--- src/rtl/guard_pkg.sv ---
package guard_pkg;

   localparam int SZ_W = 2;

   // Bit order matches the software-visible setting byte.
   typedef struct packed {
      logic            open_mode;
      logic            spare;
      logic            hi_off;
      logic [SZ_W-1:0] hi_sz;
      logic            lo_off;
      logic [SZ_W-1:0] lo_sz;
   } guard_cfg_t;

endpackage

--- src/rtl/guard_cfg_reg.sv ---
module guard_cfg_reg
   import guard_pkg::*;
(
   input  logic       clk,
   input  logic       rst_n,
   input  logic       we,
   input  logic [7:0] wdata,
   output guard_cfg_t cfg
);

   guard_cfg_t wr;
   guard_cfg_t q;
   logic       unused_spare;

   assign wr           = guard_cfg_t'(wdata);
   assign unused_spare = wr.spare;

   always_ff @(posedge clk or negedge rst_n) begin
      if (!rst_n) begin
         q.open_mode <= 1'b1;
         q.hi_off    <= 1'b1;
         q.hi_sz     <= '1;
         q.lo_off    <= 1'b1;
         q.lo_sz     <= '1;
      end else if (we) begin
         q.open_mode <= wr.open_mode;
         q.hi_off    <= wr.hi_off;
         q.lo_off    <= wr.lo_off;
         // size codes move only while their window is switched off
         if (q.hi_off) q.hi_sz <= wr.hi_sz;
         if (q.lo_off) q.lo_sz <= wr.lo_sz;
      end
   end

   // spare bit is not stored; it always presents its erased value
   always_ff @(posedge clk or negedge rst_n) begin
      if (!rst_n) q.spare <= 1'b1;
      else        q.spare <= 1'b1;
   end

   assign cfg = q;

endmodule

--- src/rtl/guard_window.sv ---
module guard_window #(
   parameter int                  ADDR_W     = 23,
   parameter int                  SZ_W       = 2,
   parameter int                  MIN_LOG2   = 10,
   parameter bit                  ANCHOR_TOP = 1'b0,
   parameter logic [ADDR_W-1:0]   EDGE       = '1
) (
   input  logic [ADDR_W-1:0] addr,
   input  logic [SZ_W-1:0]   size,
   input  logic              en,
   output logic              hit
);

   localparam int SPAN_W = ADDR_W + 1;
   localparam logic [SPAN_W-1:0] EDGE_X = {1'b0, EDGE};

   logic [SPAN_W-1:0] span;
   logic [SPAN_W-1:0] a_x;

   assign a_x  = {1'b0, addr};
   assign span = SPAN_W'(1) << (MIN_LOG2 + int'(size));

   generate
      if (ANCHOR_TOP) begin : g_top
         // window [EDGE-span+1, EDGE]
         assign hit = en && (a_x <= EDGE_X) && ((a_x + span) > EDGE_X);
      end else begin : g_base
         // window [EDGE, EDGE+span-1]
         assign hit = en && (a_x >= EDGE_X) && (a_x < (EDGE_X + span));
      end
   endgenerate

endmodule

--- src/rtl/guard_policy.sv ---
module guard_policy (
   input  logic open_mode,
   input  logic hi_hit,
   input  logic lo_hit,
   output logic prot
);

   logic any_hit;

   assign any_hit = hi_hit | lo_hit;
   // open mode: windows are guarded; closed mode: windows are the only free area
   assign prot    = open_mode ? any_hit : ~any_hit;

endmodule

--- src/rtl/flash_guard.sv ---
module flash_guard
   import guard_pkg::*;
#(
   parameter int ADDR_W      = 23,
   parameter int ARRAY_LOG2  = 15,
   parameter int HI_MIN_LOG2 = 11,
   parameter int LO_MIN_LOG2 = 10
) (
   input  logic              clk,
   input  logic              rst_n,
   input  logic              cfg_we,
   input  logic [7:0]        cfg_wdata,
   output logic [7:0]        cfg_rdata,
   input  logic              cmd_valid,
   input  logic [ADDR_W-1:0] cmd_addr,
   output logic              deny
);

   localparam int                SZ_MAX     = (1 << SZ_W) - 1;
   localparam logic [ADDR_W-1:0] TOP_ADDR   = '1;
   localparam logic [ADDR_W-1:0] ARRAY_SPAN = ADDR_W'((64'd1 << ARRAY_LOG2) - 64'd1);
   localparam logic [ADDR_W-1:0] ARRAY_BASE = TOP_ADDR - ARRAY_SPAN;

   generate
      if (ARRAY_LOG2 >= ADDR_W) begin : g_bad_array
         $error("flash_guard: array must be smaller than the address space");
      end
      if (HI_MIN_LOG2 + SZ_MAX > ARRAY_LOG2) begin : g_bad_hi
         $error("flash_guard: largest upper window exceeds the array");
      end
      if (LO_MIN_LOG2 + SZ_MAX > ARRAY_LOG2) begin : g_bad_lo
         $error("flash_guard: largest lower window exceeds the array");
      end
   endgenerate

   guard_cfg_t cfg;
   logic       hi_hit;
   logic       lo_hit;
   logic       prot;

   guard_cfg_reg u_reg (
      .clk   (clk),
      .rst_n (rst_n),
      .we    (cfg_we),
      .wdata (cfg_wdata),
      .cfg   (cfg)
   );

   guard_window #(
      .ADDR_W     (ADDR_W),
      .SZ_W       (SZ_W),
      .MIN_LOG2   (HI_MIN_LOG2),
      .ANCHOR_TOP (1'b1),
      .EDGE       (TOP_ADDR)
   ) u_hi (
      .addr (cmd_addr),
      .size (cfg.hi_sz),
      .en   (~cfg.hi_off),
      .hit  (hi_hit)
   );

   guard_window #(
      .ADDR_W     (ADDR_W),
      .SZ_W       (SZ_W),
      .MIN_LOG2   (LO_MIN_LOG2),
      .ANCHOR_TOP (1'b0),
      .EDGE       (ARRAY_BASE)
   ) u_lo (
      .addr (cmd_addr),
      .size (cfg.lo_sz),
      .en   (~cfg.lo_off),
      .hit  (lo_hit)
   );

   guard_policy u_pol (
      .open_mode (cfg.open_mode),
      .hi_hit    (hi_hit),
      .lo_hit    (lo_hit),
      .prot      (prot)
   );

   always_ff @(posedge clk or negedge rst_n) begin
      if (!rst_n)         deny <= 1'b0;
      else if (cmd_valid) deny <= prot;
   end

   assign cfg_rdata = 8'(cfg);

endmodule

--- config.mk ---
export PLATFORM = sky130hd
export DESIGN_NAME = flash_guard
export DESIGN_NICKNAME = d
export VERILOG_FILES = /design/src/rtl/guard_pkg.sv /design/src/rtl/guard_cfg_reg.sv /design/src/rtl/guard_window.sv /design/src/rtl/guard_policy.sv /design/src/rtl/flash_guard.sv
export SDC_FILE = /design/constraint.sdc
export NUM_CORES = 1
export LEC_CHECK = 0
export ABC_AREA = 1
export BUFFER_PORTS_ARGS = -buffer_cell sky130_fd_sc_hd__buf_4
export CAP_MARGIN = 20
export CORE_UTILIZATION = 48
export CTS_CLUSTER_SIZE = 30
export DETAILED_ROUTE_END_ITERATION = 16
export HOLD_SLACK_MARGIN = 0.08
export PLACE_DENSITY = 0.9
export SYNTH_ARGS = -nofsm -noshare
export SYNTH_HDL_FRONTEND = slang
export SYNTH_HIERARCHICAL = 1
export SYNTH_SLANG_ARGS = --single-unit
--- constraint.sdc ---
create_clock -name clk -period 2.54 [get_ports clk]
set_input_delay 0.127 -clock clk [delete_from_list [all_inputs] [get_ports clk]]
set_output_delay 0.127 -clock clk [all_outputs]
set_load 0.01 [all_outputs]
# == Word-level counts from Yosys, hierarchy flattened ==
# Index checks and enable logic that the tools add are counted.
# word_totals
inputBits,35
elab_cells,27
reg_bits,8
# classes
add_sub_neg,4
order_cmp,4
n_reduce_logical,6
n_shift,2
n_mux,1
n_bitwise,4
# op_table
cell,count
$shl A1 B32 Y24 const A,2
$add A23 B24 Y24,1
$add A23 B24 Y24 const A,1
$gt A24 B23 Y1 const B,1
$lt A23 B24 Y1,1
$ge A23 B23 Y1 const B,1
$le A23 B23 Y1 const B,1
$add A4 B2 Y5 const A,2
$logic_and A1 B1 Y1,4
$reduce_and A2 Y1,2
$not A1 Y1,3
$mux W1,1
$or A1 B1 Y1,1

# == Longest topological paths before layout ==
# Gate-level depths: netlist of the first run.
# depth
word_depth,8
mapped_depth,16
depth_no_buf,16

# == Hierarchy ==
# The synthesis of the first run kept the hierarchy.
# modules_own_cells
module,n_inst,cells_each,area_each_um2
guard_cfg_reg,1,33,301.5
guard_window (u_hi),1,42,242.7
guard_window (u_lo),1,42,227.7
flash_guard,1,7,47.5
guard_policy,1,5,20.0

# == Worst setup path after synthesis of the first run ==
# OpenSTA, ideal clock, no wires.
# synth_path
kind,register to register
from,"reg u_reg.q, in the netlist u_reg/cfg[4]"
to,reg deny
path_slack_ns,0.870
setup_time_ns,0.117
stages_incl_launch_ff,16
synth_period_minus_slack_ns,1.670
n_path_buf,0
t_arrival_ns,1.553
required_ns,2.423
cell_sequence,dfstp_2 -> inv_1 -> nor2_1 -> ha_1 -> nand2_1 -> inv_1 -> nand2_1 -> nand2_1 -> nand2_1 -> nand3_1 -> nand2_1 -> inv_1 -> o21ai_1 -> nand2_1 -> nand2_1 -> nand2_1
# synth_via
elab_chain_cells,8
# synth_rtl
item,line,source
"start, declared",guard_cfg_reg.sv:12,guard_cfg_t q;
$add A4 B2 Y5 (*),guard_window.sv:21,assign span = SPAN_W'(1) << (MIN_LOG2 + int'(size));
$shl A1 B32 Y24 (*),guard_window.sv:21,
$add A23 B24 Y24 (*),guard_window.sv:26,assign hit = en && (a_x <= EDGE_X) && ((a_x + span) > EDGE_X);
$gt A24 B23 Y1 (*),guard_window.sv:26,
$logic_and A1 B1 Y1 (*),guard_window.sv:26,
net hi_hit,flash_guard.sv:37,logic hi_hit;
$or A1 B1 Y1 (*),guard_policy.sv:10,assign any_hit = hi_hit | lo_hit;
$not A1 Y1,guard_policy.sv:12,assign prot = open_mode ? any_hit : ~any_hit;
$mux W1 (*),guard_policy.sv:12,
net prot,flash_guard.sv:39,logic prot;
"end signal, assigned",flash_guard.sv:84,else if (cmd_valid) deny <= prot;
"end, declared",flash_guard.sv:16,output logic deny
# The timed path passes the listed nets; every way through them passes the cells marked *.
# A chain may end at the register's enable or synchronous reset.

# == Final worst setup path of the first run ==
# layout_path
from,"reg u_reg.q, in the netlist u_reg/cfg[3]"
to,reg deny
# The elaborated chain is that of the path after synthesis.

==> reports/metrics.cfg, run 1 <==
[drt]
via_per_inst = 4.60
vias = 855
firstDrtPassIters = 10
route.detailed.wl_per_inst_um = 9.65
drt_iter0_markers = 7
ant_nets = 0
drc = 2
totalWireLength_mm = 1.79

[placement]
dpl.hpwl_mm = 1.50
pre_cts_ws_ns = 0.746
placed_area_um2 = 1110
place.gp.congestion = 0.793
placement.io_buffers = 33

[yosys]
synth_top_cell_by_area = ha_1
yosysUniqueCellTypes = 16
synth_area_per_cell_um2 = 6.51
synth_ff_type = dfstp_2
synth_top_family_by_area = simple AND/OR/NAND/NOR gates
synthTopCellsByArea = ha_1, dfstp_2, nand2_1
synthAdderAreaFrac = 0.224
yosys-top-cells-count = nand2_1, inv_1, ha_1, nand3_1, nor2_1
yosysSeqAreaShare = 0.249
synth.top_cell.area_share = 0.224
synth_mux_area_frac = 0
ys_seq_elements = 8
synthArstFlopShare = 1.00
syn_area_um2 = 840
yosysMostFrequentCell = nand2_1
synth-compound-area-share = 0.0298
synth_edf_count = 0
syn-instance-count = 129
synth_warnings = 6
synth-xor-area-share = 0
synth-simple-area-share = 0.359

[setup_path]
start_kind = flop
slowest_delay_ns = 0.59
arrival_ns = 1.94
worst_setup_path_end_kind = flop
r2r-end = deny
regToRegSetupSlack_ns = 0.74
endpoint = deny
reg2reg_from = u_reg/cfg[3]
slowest_stage = dfstp_2
crit_path_frequent_cell = nand2_1
path_max_fanout = 6
path_class = flop to flop
worstSetupStartpoint = u_reg/cfg[3]
crit_chain = inv_1 -> nor2_1 -> ha_1 -> nand2_1 -> nand2_1 -> nand2_1 -> nand2_1 -> nand2_1 -> nand3_1 -> nand2_1 -> inv_1 -> o21ai_1 -> nand2_1 -> nand2_1 -> nand2_1
rr_worst_depth = 15
crit_required_ns = 2.68

[finish]
multi_input_area_um2 = 544
fin_util = 0.725
diodes = 0
area_delta_synth_final_pct = 36.2
fillers = 124
num-nets-final = 221
layout-drive-gt1-share = 0.276
register_area_um2 = 209
final_area_um2 = 1140

[sta]
final.setup.tns_ns = 0
finalHoldViolCount = 0
rsz0062_at_grt = no
finalCriticalPeriod_ns = 1.80
layout_setup_ws_ns = 0.744
setup_violations = 0
min_period_over_period = 0.707
clock.fmax_mhz = 557
slew_violations = 0
fin_worst_skew_ns = 0.00294

[clocking]
cts_setup_buffers = 0
clock_latency_ns = 0.25
cts.hold.buffers_added = 1
post_cts_resized = 0
cts.clk_slew.worst_paths_ns = 0.06
cts_tree = built
root_buffer = clkbuf_4
numCtsBuffers = 3
clock_path_buffers = 2
cts_sinks = 8
h-tree-depth = 1

[grt]
grt_pass1_wl_mm = 3.23
grtUsageTotal = 0.222
grt_max_degree = 13
overflow = 0
antenna_found_initial = 0
grt_pass1_vias = 825

[die]
core_area_um2 = 1580
dieArea_um2 = 1920
ios = 44
start_util = 0.533
die_w_um = 43.8
rows = 14
die_h_um = 43.8

[outcome]
violations = DRC
status = finished with violations

[pwr]
powerDensity_nw_per_um2 = 415
p_total_mw = 0.474
leakagePower_nw = 0.703
vdd_drop_max_uv = 296

[flow_run]
drv_cap = 0

[min_path]
holdPathStages = 3
min-delay-path-class = input pin to flop

## worst max-delay path: cells and delay by family (launching register included)
family / cells / cell delay (ns)
DFF: 1 / 0.59
adders and majority gates: 1 / 0.25
AOI/OAI and AO/OA: 1 / 0.11
buffers and inverters: 2 / 0.10
and+or+nand+nor: 11 / 0.65
## stage by stage
stage | instances | hold slack (ns)
global route | 186 | 0.104
floorplan | 134 | -0.169
detailed placement | 181 | -0.0513
CTS | 186 | 0.0807
global placement | 181 | -0.0561
finish | 186 | 0.0888
## report_power, final
group	internal [mW]	total [mW]	leakage, nW	switching, mW
sequential	0.158	0.181	0.0853	0.0237
clock	0.0600	0.103	0.0150	0.0426
combinational	0.0943	0.190	0.602	0.0959
total	0.312	0.474	0.703	0.162
## sequential cells by signal, indices dropped and copies added, names as in the netlist
| register | cells |
|---|---|
| deny | 1 |
| u_reg/cfg | 7 |
## layer usage
layer | share of wire | vias up | global-route usage
li1 | - | 462 | -
met1 | 0.42 | 368 | 0.256
met2 | 0.53 | 23 | 0.418
met3 | 0.049 | 2 | 0.0125
met4 | 0.0078 | 0 | 0.0938
met5 | 0 | - | 0
## placed cells by master, fill, tap and decap left out
cell           count
o21ai_1            1
buf_4             33
clkbuf_4           3
nor2_1             9
nand3b_1           1
dfrtp_1            1
dlygate4sd3_1      1
ha_1              15
nor2_2             4
o21ai_0            3
dfstp_2            7
clkbuf_1           1
a21oi_1            1
nand4_1            1
conb_1             8
inv_1             23
nand2_1           49
nand3_1            9
## cell families (layout without fill, tap and decap cells)
logic type | count (synthesis) | after routing
compound gates | 5 | 5
buf+inv | 25 | 61
other cells | 3 | 8
fa+ha+maj | 15 | 15
simple gates | 73 | 73
flops | 8 | 8
## final cells by class
class	count	share of cell area
clock buffers	4	0.0230
inverters	23	0.0755
repair buffers	34	0.225
multi-input cells	101	0.476
well taps	16	0.0175
flip-flops and latches	8	0.183
## how the worst min path moves through the flow
stage	start	end	slack, ns
2_1_floorplan	rst_n	deny	-0.17
3_3_place_gp	rst_n	deny	-0.06
3_5_place_dp	rst_n	deny	-0.05
4_1_cts	cmd_valid	deny	0.08
5_1_grt	cfg_wdata[2]	u_reg/cfg[2]	0.10
6_report	cmd_valid	deny	0.09
Power figures use the tool's default switching activity.
==> run 2: changes to the inputs <==
--- a/config.mk
+++ b/config.mk
@@ -8,11 +8,11 @@
 export ABC_AREA = 1
 export BUFFER_PORTS_ARGS = -buffer_cell sky130_fd_sc_hd__buf_4
 export CAP_MARGIN = 20
-export CORE_UTILIZATION = 48
+export CORE_UTILIZATION = 40
 export CTS_CLUSTER_SIZE = 30
 export DETAILED_ROUTE_END_ITERATION = 16
 export HOLD_SLACK_MARGIN = 0.08
-export PLACE_DENSITY = 0.9
+export PLACE_DENSITY = 0.81
 export SYNTH_ARGS = -nofsm -noshare
 export SYNTH_HDL_FRONTEND = slang
 export SYNTH_HIERARCHICAL = 1
==> constraint.sdc (replaced) <==
create_clock -name clk -period 1.6 [get_ports clk]
set_input_delay 0.08 -clock clk [delete_from_list [all_inputs] [get_ports clk]]
set_output_delay 0.08 -clock clk [all_outputs]
set_load 0.01 [all_outputs]
==> run 2 against run 1 <==
Net effect:
- the flow finishes with violations (setup timing)
- sequential cell count unchanged
- via count increased by 8.9%
- global-route usage decreased by 4.7 points
- clock skew rose by 0.0043 ns
- sequential power up 56%
- non-clock buffer count rose by 17
- maximum frequency up 3.1%
- total power is 73% higher
- utilization is 4.8 points lower
- largest cell class unchanged
==> reports/metrics.cfg, run 2 (synthesized netlist as in run 1, its figures left out) <==
[clocking]
cts_sinks = 8
clock_path_buffers = 2
cts.clk_slew.worst_paths_ns = 0.06
clock_latency_ns = 0.25
numCtsBuffers = 3
cts_tree = built
h-tree-depth = 1
root_buffer = clkbuf_4

[drt]
vias = 931
ant_nets = 0
drt_iter0_markers = 4
route.detailed.wl_per_inst_um = 9.15
totalWireLength_mm = 1.96
drc = 0
via_per_inst = 4.35
firstDrtPassIters = 3

[pwr]
internal_power_mw = 0.550
powerDensity_nw_per_um2 = 617
power_frac_seq = 0.345
p_total_mw = 0.820
switching_share = 0.329
leakagePower_nw = 0.777
power_frac_comb = 0.460
switchingPower_mw = 0.270
vdd_drop_max_uv = 463
power.share.clock = 0.195

[setup_path]
path_class = flop to flop
crit_chain = inv_1 -> nor2_1 -> ha_1 -> nand2_1 -> nand2_1 -> nand2_1 -> nand2_1 -> nand2_1 -> nand3_1 -> nand2_1 -> inv_2 -> o21ai_2 -> nand2_1 -> nand2_1 -> nand2_1
crit_required_ns = 1.74
path_max_fanout = 5
worst_setup_path_end_kind = flop
crit_path_frequent_cell = nand2_1
slowest_stage = dfstp_2
arrival_ns = 1.89
start_kind = flop
slowest_delay_ns = 0.56

[die]
start_util = 0.428
die_h_um = 47.8
die_w_um = 47.8
dieArea_um2 = 2290
core_area_um2 = 1960
ios = 44
rows = 16

[placement]
placed_area_um2 = 1160
place.gp.congestion = 0.815
placement.io_buffers = 33
pre_cts_ws_ns = -0.147
dpl.hpwl_mm = 1.53

[min_path]
min-delay-path-class = input pin to flop

[sta]
clock.fmax_mhz = 574
finalHoldViolCount = 0
rsz0062_at_grt = yes
layout_setup_ws_ns = -0.142
setup_violations = 1
min_period_over_period = 1.09
fin_worst_skew_ns = 0.00720
final.setup.tns_ns = -0.142
slew_violations = 0
hold_ws_ns = 0.119
finalCriticalPeriod_ns = 1.74

[finish]
largest_register_ffs = 7
final_area_um2 = 1330
area_delta_synth_final_pct = 58.3
layout_commonest_cell = nand2_1
diodes = 0
layout-drive-gt1-share = 0.305
layout_common_cells = nand2_1, buf_4, inv_1
fillers = 180
num-nets-final = 238

[grt]
overflow = 0
antenna_found_initial = 0
grtUsageTotal = 0.176
grt_pass1_wl_mm = 2.87
grt_pass1_vias = 747
grt_max_degree = 13

[outcome]
status = finished with violations
violations = setup timing

[flow_run]
drv_cap = 0

==> run 2: changes by cell type in the layout (fill, tap and decap cells not counted), sizes merged <==
| cell | before | now |
|---|---|---|
| buf | 33 | 39 |
| dlygate4sd3 | 1 | 12 |
==> run 2: path summary, 6_finish.rpt <==
| check | from | endpoint | slack (ns) | depth (start not counted) |
|---|---|---|---|---|
| max | u_reg/cfg[3] | deny | -0.14 | 15 |
| max in group asynchronous | rst_n | u_reg/cfg[1] | 1.19 | 2 |
| min reg2reg | deny | deny | 0.48 | 2 |
| max reg2reg | u_reg/cfg[3] | deny | -0.14 | 15 |
| min | cfg_we | u_reg/cfg[3] | 0.12 | 3 |
| min in group asynchronous | rst_n | deny | 0.19 | 2 |
==> run 2: power by group through the flow <==
stage,clock [mW],sequential [mW],combinational [mW]
5_1_grt,0.179,0.291,0.426
3_5_place_dp,0,0.285,0.333
6_report,0.160,0.283,0.377
4_1_cts,0.170,0.283,0.361
2_1_floorplan,0,0.297,0.156
3_3_place_gp,0,0.284,0.320
==> run 2: timing repair <==
action / in CTS / in global routing
setup buffers: 0 / 1
endpoints found under the hold margin: 16 / 0
endpoints found under the setup margin: 1 / 1
hold buffers: 12 / 0
pin swaps: 0 / 0
gates resized for setup: 0 / 4
gates cloned: 0 / 0
==> run 2: area by class of cell <==
class	instances	area [um2]	share of cell area
Sequential cell	8	209	0.157
Timing Repair Buffer	51	413	0.311
Clock buffer	4	26.3	0.0198
Inverter	23	86.3	0.0650
Tap cell	27	33.8	0.0254
Multi-Input combinational cell	101	561	0.422
==> run 2: per-layer routing <==
layer  GRT usage  up-vias  wire length (um)
li1            -      498                 -
met1       0.213      404               845
met2       0.330       27              1000
met3      0.0113        2                98
met4      0.0500        0                11
met5           0        -                 0
==> run 2: metrics by stage <==
| step | utilization | instances |
|---|---|---|
| 2_1_floorplan | - | 134 |
| 3_3_place_gp | 0.591 | 197 |
| 3_5_place_dp | 0.591 | 197 |
| 4_1_cts | 0.665 | 213 |
| 5_1_grt | 0.677 | 214 |
| 6_report | 0.677 | 214 |
==> run 2: critical path: cells and delay by family, from the launching register on <==
family | cells | cell delay, ns
AND/OR/NAND/NOR | 11 | 0.66
adder cells (fa/ha/maj) | 1 | 0.25
flip-flops | 1 | 0.56
buffers and inverters | 2 | 0.09
AO/OA/AOI/OAI | 1 | 0.10
==> run 3: changes to the inputs <==
--- a/config.mk
+++ b/config.mk
@@ -13,6 +13,7 @@
 export DETAILED_ROUTE_END_ITERATION = 16
 export HOLD_SLACK_MARGIN = 0.08
 export PLACE_DENSITY = 0.81
+export RECOVER_POWER = 100
 export SYNTH_ARGS = -nofsm -noshare
 export SYNTH_HDL_FRONTEND = slang
 export SYNTH_HIERARCHICAL = 1
==> run 3 against run 2 <==
Net effect:
- the run still ends with setup timing left
- first-iteration DRC count grew 25%
- register-to-register slack is essentially flat
- clock power barely moved
- largest cell class unchanged
==> reports/metrics.cfg, run 3 (synthesized netlist as in run 1, its figures left out) <==
[pwr]
leakagePower_nw = 0.766
power_frac_comb = 0.457
powerDensity_nw_per_um2 = 619
internal_power_mw = 0.545
power_frac_seq = 0.347
switching_share = 0.331
switchingPower_mw = 0.270
power.share.clock = 0.196
vdd_drop_max_uv = 462

[outcome]
violations = setup timing
status = finished with violations

[grt]
grt_pass1_wl_mm = 2.87
antenna_found_initial = 0
grt_pass1_vias = 747
grt_max_degree = 13
overflow = 0
grtUsageTotal = 0.176

[setup_path]
crit_path_frequent_cell = nand2_1
worstSetupStartpoint = u_reg/cfg[3]
arrival_ns = 1.89
slowest_delay_ns = 0.56
crit_chain = inv_1 -> nor2_1 -> ha_1 -> nand2_1 -> nand2_1 -> nand2_1 -> nand2_1 -> nand2_1 -> nand3_1 -> nand2_1 -> inv_2 -> o21ai_2 -> nand2_1 -> nand2_1 -> nand2_1
r2r-end = deny
crit_required_ns = 1.74
path_class = flop to flop
reg2reg_from = u_reg/cfg[3]
regToRegSetupSlack_ns = -0.14
start_kind = flop
rr_worst_depth = 15
path_max_fanout = 5
worst_setup_path_end_kind = flop
endpoint = deny
slowest_stage = dfstp_2

[clocking]
cts_tree = built
numCtsBuffers = 3
clock_path_buffers = 2
cts.clk_slew.worst_paths_ns = 0.06
h-tree-depth = 1
cts_sinks = 8
clock_latency_ns = 0.25
root_buffer = clkbuf_4

[die]
rows = 16
core_area_um2 = 1960
start_util = 0.428
dieArea_um2 = 2290
die_w_um = 47.8
die_h_um = 47.8
ios = 44

[drt]
route.detailed.wl_per_inst_um = 9.13
drc = 0
drt_iter0_markers = 5
via_per_inst = 4.35
firstDrtPassIters = 3
totalWireLength_mm = 1.95
ant_nets = 0
vias = 931

[sta]
fin_worst_skew_ns = 0.00719
min_period_over_period = 1.09
slew_violations = 0
rsz0062_at_grt = yes
hold_ws_ns = 0.119
layout_setup_ws_ns = -0.142
final.setup.tns_ns = -0.142
finalHoldViolCount = 0
clock.fmax_mhz = 574
finalCriticalPeriod_ns = 1.74
setup_violations = 1

[placement]
dpl.hpwl_mm = 1.53
place.gp.congestion = 0.815
placement.io_buffers = 33
placed_area_um2 = 1160

[finish]
largest_register_ffs = 7
num-nets-final = 238
final_area_um2 = 1320
layout_common_cells = nand2_1, buf_4, inv_1
layout-drive-gt1-share = 0.289
register_area_um2 = 209
layout_commonest_cell = nand2_1
fillers = 182
diodes = 0
multi_input_area_um2 = 561
area_delta_synth_final_pct = 56.9

[min_path]
hp-start = cfg_we
min-delay-path-class = input pin to flop

[flow_run]
drv_cap = 0

run 3: changes by cell type in the layout (fill, tap and decap cells not counted), sizes merged:
cell	delta
buf	-3
clkbuf	+3
run 3: layer usage:
layer / track usage / vias to the layer above / part of all wire / wire [um]
met5: 0 / - / 0 / 0
met4: 0.0500 / 0 / 0.0056 / 11
met3: 0.0113 / 2 / 0.048 / 94
met2: 0.330 / 27 / 0.51 / 1000
met1: 0.213 / 404 / 0.43 / 846
li1: - / 498 / - / -
run 3: final cells by class:
type,instances,share of cell area
clock buffer,4,0.0199
inverter,23,0.0655
multi-input combinational,101,0.425
sequential,8,0.159
tap,27,0.0256
timing repair buffer,51,0.305
run 3: worst min path at each step:
| stage | slack (ns) | to | cells after the start |
|---|---|---|---|
| final | 0.12 | u_reg/cfg[3] | 3 |
| after global routing | 0.13 | u_reg/cfg[0] | 3 |
| after CTS | 0.1 | u_reg/cfg[0] | 3 |
| after detailed placement | -0.1 | deny | 1 |
| after global placement | -0.10 | deny | 1 |
| after floorplan | -0.22 | deny | 0 |
run 3: power groups by stage:
stage / combinational (mW) / clock (mW) / sequential [mW]
2_1_floorplan: 0.156 / 0 / 0.297
4_1_cts: 0.361 / 0.170 / 0.283
6_report: 0.372 / 0.160 / 0.283
3_3_place_gp: 0.320 / 0 / 0.284
3_5_place_dp: 0.333 / 0 / 0.285
5_1_grt: 0.422 / 0.179 / 0.291
run 3: critical path, delay by kind of cell, from the launching register on:
family                   cells  cell delay, ns
AND/OR/NAND/NOR             11            0.66
flip-flops                   1            0.56
adder cells (fa/ha/maj)      1            0.25
AO/OA/AOI/OAI                1            0.10
buffers and inverters        2            0.09
run 3: stage by stage:
stage / instances / setup slack (ns) / power (mW) / utilization
final: 214 / -0.142 / 0.815 / 0.672
after global routing: 214 / -0.343 / 0.891 / 0.672
after CTS: 213 / -0.144 / 0.814 / 0.665
after detailed placement: 197 / -0.147 / 0.619 / 0.591
after global placement: 197 / -0.110 / 0.604 / 0.591
after floorplan: 134 / -0.0632 / 0.453 / -
run 3: timing repair:
action	in CTS	in global routing
buffers inserted	0	1
hold endpoints to repair	16	0
hold buffers	12	0
resized for setup	0	4
setup endpoints to repair	1	1
